$ cat src/rtl/evtseq_pkg.sv
package evtseq_pkg;
  typedef enum logic [2:0] {
    TOK_RSVD0  = 3'd0,
    TOK_FIRST  = 3'd1,
    TOK_HDR2   = 3'd2,
    TOK_LONE   = 3'd3,
    TOK_SUBTRL = 3'd4,
    TOK_TRL1   = 3'd5,
    TOK_TRL2   = 3'd6,
    TOK_RSVD7  = 3'd7
  } tok_e;

  typedef enum logic [2:0] {
    ST_IDLE = 3'd0,
    ST_HDR  = 3'd1,
    ST_DATA = 3'd2,
    ST_TRL1 = 3'd3,
    ST_DONE = 3'd4
  } st_e;

  typedef struct packed {
    logic setFatal;
    logic setLost;
    logic clrLost;
    logic subInc;
    logic subClr;
  } strobe_t;
endpackage

$ cat src/rtl/evt_seq_ctrl.sv
module evt_seq_ctrl
  import evtseq_pkg::*;
(
  input  logic    clk,
  input  logic    rstN,
  input  logic    tokValid,
  input  logic [2:0] tokCode,
  input  logic    subFull,
  output strobe_t ctlStrobe,
  output st_e     curState
);
  st_e  nxtState;
  tok_e tok;
  logic between;

  assign tok     = tok_e'(tokCode);
  assign between = (curState == ST_IDLE) || (curState == ST_DONE);

  always_comb begin
    nxtState  = curState;
    ctlStrobe = '0;
    if (tokValid) begin
      case (tok)
        TOK_FIRST: begin
          ctlStrobe.clrLost = 1'b1;
          ctlStrobe.subClr  = 1'b1;
          nxtState          = ST_HDR;
          if (!between) ctlStrobe.setFatal = 1'b1;
        end
        TOK_LONE: begin
          if (!between) begin
            ctlStrobe.setFatal = 1'b1;
            nxtState           = ST_IDLE;
          end
        end
        TOK_HDR2: begin
          if (between) begin
            ctlStrobe.setLost = 1'b1;
            ctlStrobe.subClr  = 1'b1;
            nxtState          = ST_DATA;
          end else if (curState == ST_HDR) begin
            nxtState = ST_DATA;
          end else begin
            ctlStrobe.setFatal = 1'b1;
            nxtState           = ST_IDLE;
          end
        end
        TOK_SUBTRL: begin
          if (between) begin
            ctlStrobe.setLost = 1'b1;
            ctlStrobe.subClr  = 1'b1;
            ctlStrobe.subInc  = 1'b1;
            nxtState          = ST_DATA;
          end else if (curState == ST_HDR) begin
            ctlStrobe.setLost = 1'b1;
            ctlStrobe.subInc  = 1'b1;
            nxtState          = ST_DATA;
          end else if (curState == ST_DATA && !subFull) begin
            ctlStrobe.subInc = 1'b1;
          end else begin
            ctlStrobe.setFatal = 1'b1;
            nxtState           = ST_IDLE;
          end
        end
        TOK_TRL1: begin
          if (between || curState == ST_HDR) begin
            ctlStrobe.setLost = 1'b1;
            nxtState          = ST_TRL1;
          end else if (curState == ST_DATA) begin
            nxtState = ST_TRL1;
          end else begin
            ctlStrobe.setFatal = 1'b1;
            nxtState           = ST_IDLE;
          end
        end
        TOK_TRL2: begin
          if (between) begin
            ctlStrobe.setLost = 1'b1;
            nxtState          = ST_DONE;
          end else if (curState == ST_TRL1) begin
            nxtState = ST_DONE;
          end else begin
            ctlStrobe.setFatal = 1'b1;
            nxtState           = ST_IDLE;
          end
        end
        default: nxtState = curState;
      endcase
    end
  end

  always_ff @(posedge clk or negedge rstN) begin
    if (!rstN) curState <= ST_IDLE;
    else       curState <= nxtState;
  end
endmodule

$ cat config.mk
export PLATFORM = sky130hd
export DESIGN_NAME = evt_seq_ctrl
export DESIGN_NICKNAME = d
export VERILOG_FILES = /design/src/rtl/evtseq_pkg.sv /design/src/rtl/evt_seq_ctrl.sv
export SDC_FILE = /design/constraint.sdc
export NUM_CORES = 1
export LEC_CHECK = 0
export BUFFER_PORTS_ARGS = -buffer_cell sky130_fd_sc_hd__buf_2
export CAP_MARGIN = 25
export CORE_AREA = 2 2 39 41
export CTS_CLUSTER_SIZE = 10
export DETAILED_ROUTE_END_ITERATION = 12
export DIE_AREA = 0 0 41 43
export PLACE_DENSITY = 0.61
export SLEW_MARGIN = 25
export SYNTH_ARGS = -nofsm -noshare
export SYNTH_HDL_FRONTEND = slang
export SYNTH_SLANG_ARGS = --single-unit
$ cat constraint.sdc
create_clock -name clk -period 1.9 [get_ports clk]
set_clock_uncertainty 0.1 [all_clocks]
set_input_delay 0.095 -clock clk [delete_from_list [all_inputs] [get_ports clk]]
set_output_delay 0.095 -clock clk [all_outputs]
set_load 0.02 [all_outputs]
==> results.cfg <==
[status]
status = finished clean

[detailed_routing]
wire_per_inst_um = 12.8
drt-initial-drc-count = 12
post_drt_via_cell_ratio = 5.39
dr_wl_met3_um = 67
wl_met1_um = 525
wl_met2_um = 594
via_count = 501
top_layer_used = met4
ant_nets = 0
drc = 0
dr.pass1.iters = 4
totalWireLength_um = 1190

[finish]
antenna_cells = 0
largest_reg_flops = 3
top_register = curState
final_layout_size_suffix_gt1_share_pct = 36.4
reg_top3 = curState: 3 flops
areaGrowthSynthToFinish_pct = 21.8
nets = 85

[clock_network]
h-tree-depth = 1
insertion_delay_ns = 0.23
cts_buffer_depth = 2
numCtsBuffers = 3
cts_sinks = 3
cts_tree = built
cts_root_buffer = clkbuf_4
path_clk_slew_ns = 0.04

[place]
dp_hpwl_um = 863
numPortBuffers = 14
gp_congestion = 0.791

[synth]
synth_top_family_by_area = compound AO/OA/AOI/OAI gates
synth-edff-count = 0
synth.area.mux_share_pct = 7.45
synth_top_area_share_pct = 16.0
synth.most_common_cell = a21oi_1
synthTopCellsByCount = 8 x a21oi_1, 6 x nor2_1, 5 x inv_1
synth.area.top_cells = dfrtp_1 16%, buf_6 9.6%, a21oi_1 8.5%
seq_area_frac_synth_pct = 16.0
synth-simple-area-share_pct = 24.7
synth_nets = 68
yosys_warnings = 0
synth_fa_ha_area_share_pct = 0
synth_cells = 61
syn_area_um2 = 470
async_reset_ff_share_pct = 100
synth_compound_area_share_pct = 34.0
synth_xor_area_share_pct = 1.86
synthDistinctLibCells = 30
synth-seq-cells = 3
synth.largest_area_cell = dfrtp_1
synth-main-ff-cell = dfrtp_1
syn_avg_cell_area_um2 = 7.71

[sta]
finalCritPeriodShare_pct = 93.6
fin_hold_ws_ns = 0.0859
tightest_slew_ns = 0.445
min_period_ns = 1.78
slew_viol_final = 0
fin_setup_tns_ns = 0
rsz0062_at_grt = no
slew_headroom_pct = 70.4
finalSetupViolations = 0
max_freq_mhz = 562
hold_viol = 0

[setup_path]
cp_slowest_cell = dfrtp_2
worst_setup_path_start_kind = flip-flop
crit_chain = buf_6 -> o31ai_1 -> a211o_1 -> a21o_1 -> a21oi_1 -> buf_4
crit_path_max_fanout = 7
r2r-end = curState[0]$_DFFE_PN0P_
regToRegSetupSlack_ns = 0.23
path_delay_family = compound AO/OA/AOI/OAI gates
slowest_delay_ns = 0.40
cp_num_buf_inv = 2
cp.required_ns = 1.70
r2r_cells = 4
endpoint_kind = output pin
cp.arrival_ns = 1.58
r2r-start = curState[0]$_DFFE_PN0P_
timing_worst_setup_path_type = flip-flop to output pin

[grt]
grt_pass1_vias = 428
grt_overflow = 0
antenna_found_initial = 0
grt_pass1_wl_um = 1960
grt_max_degree = 15
grtUsageTotal_pct = 16.1

[floorplanning]
io_pins = 15
die_h_um = 43
die-area_um2 = 1760
std_cell_rows = 14
start_util_pct = 34.0
die_x_um = 41
core_um2 = 1380

[worst_hold_path]
worstHoldPathType = primary input to asynchronous set/reset pin

[pwr]
p_per_area_nw_per_um2 = 814
ir_drop_mv = 0.240
p_leak_nw = 0.274

[job]
max-cap-violations = 0
cell usage in the layout, fill, tap and decap left out, types with 2 or more instances in the layout:
cell | synthesis | layout
buf_4 | 1 | 3
nor3_1 | 2 | 2
nor2_1 | 6 | 6
nand2_1 | 2 | 2
nor4_1 | 2 | 2
nand2b_1 | 3 | 3
inv_1 | 5 | 5
clkbuf_4 | 0 | 3
and3_1 | 2 | 2
buf_2 | 0 | 13
o211ai_1 | 3 | 3
dfrtp_2 | 0 | 3
a21oi_1 | 8 | 8
mux2i_1 | 2 | 2
o21ai_0 | 2 | 2
layout make-up:
type                            count  area [um2]
Multi-Input combinational cell     47         320
Tap cell                           16        20.0
Timing Repair Buffer               18         109
Clock buffer                        4        26.3
Fill cell                         148         811
Sequential cell                     3        78.8
Inverter                            5        18.8
worst max path at each step:
stage,from,to,slack [ns],depth (start not counted)
6_report,curState[1]$_DFFE_PN0P_,ctlStrobe[4],0.12,6
5_1_grt,curState[1]$_DFFE_PN0P_,ctlStrobe[4],0.02,6
4_1_cts,curState[1]$_DFFE_PN0P_,ctlStrobe[4],0.02,6
3_5_place_dp,curState[0]$_DFFE_PN0P_,curState[0]$_DFFE_PN0P_,0.20,4
3_3_place_gp,curState[0]$_DFFE_PN0P_,curState[0]$_DFFE_PN0P_,0.23,4
2_1_floorplan,curState[1]$_DFFE_PN0P_,curState[0]$_DFFE_PN0P_,0.14,5
routing by layer:
metal	track usage, %	vias to the layer above
met1	21.7	231
li1	-	256
met4	8.00	0
met3	3.66	2
met5	0	-
met2	23.1	12
per-stage QoR:
step	total power [mW]	std cells	worst slack, ns	util [%]	instance area, um2
finish	0.467	93	0.121	41.4	573
global route	0.514	93	0.0162	41.4	573
CTS	0.464	93	0.0244	40.7	563
detailed placement	0.343	88	0.197	38.1	527
global placement	0.339	88	0.232	38.1	527
floorplan	0.286	61	0.143	-	470
power by group:
group	total, mW	internal (mW)	leakage [nW]	switching, mW
registers	0.111	0.0800	0.0340	0.0313
logic	0.244	0.109	0.225	0.135
clock network	0.112	0.0787	0.0150	0.0328
total	0.467	0.268	0.274	0.199
logic make-up (layout without fill, tap and decap cells):
logic type | count (synthesis) | in the layout
simple gates | 21 | 21
compound gates | 22 | 22
mux | 3 | 3
buf+inv | 11 | 27
xor+xnor | 1 | 1
flops | 3 | 3
repair_timing:
action                                  in CTS  in global routing
endpoints found under the setup margin       0                  1
setup buffers                                0                  0
hold buffers                                 1                  0
gates resized for setup                      0                  5
endpoints found under the hold margin        3                  0
No activity file was read; power rests on OpenSTA's default activity.
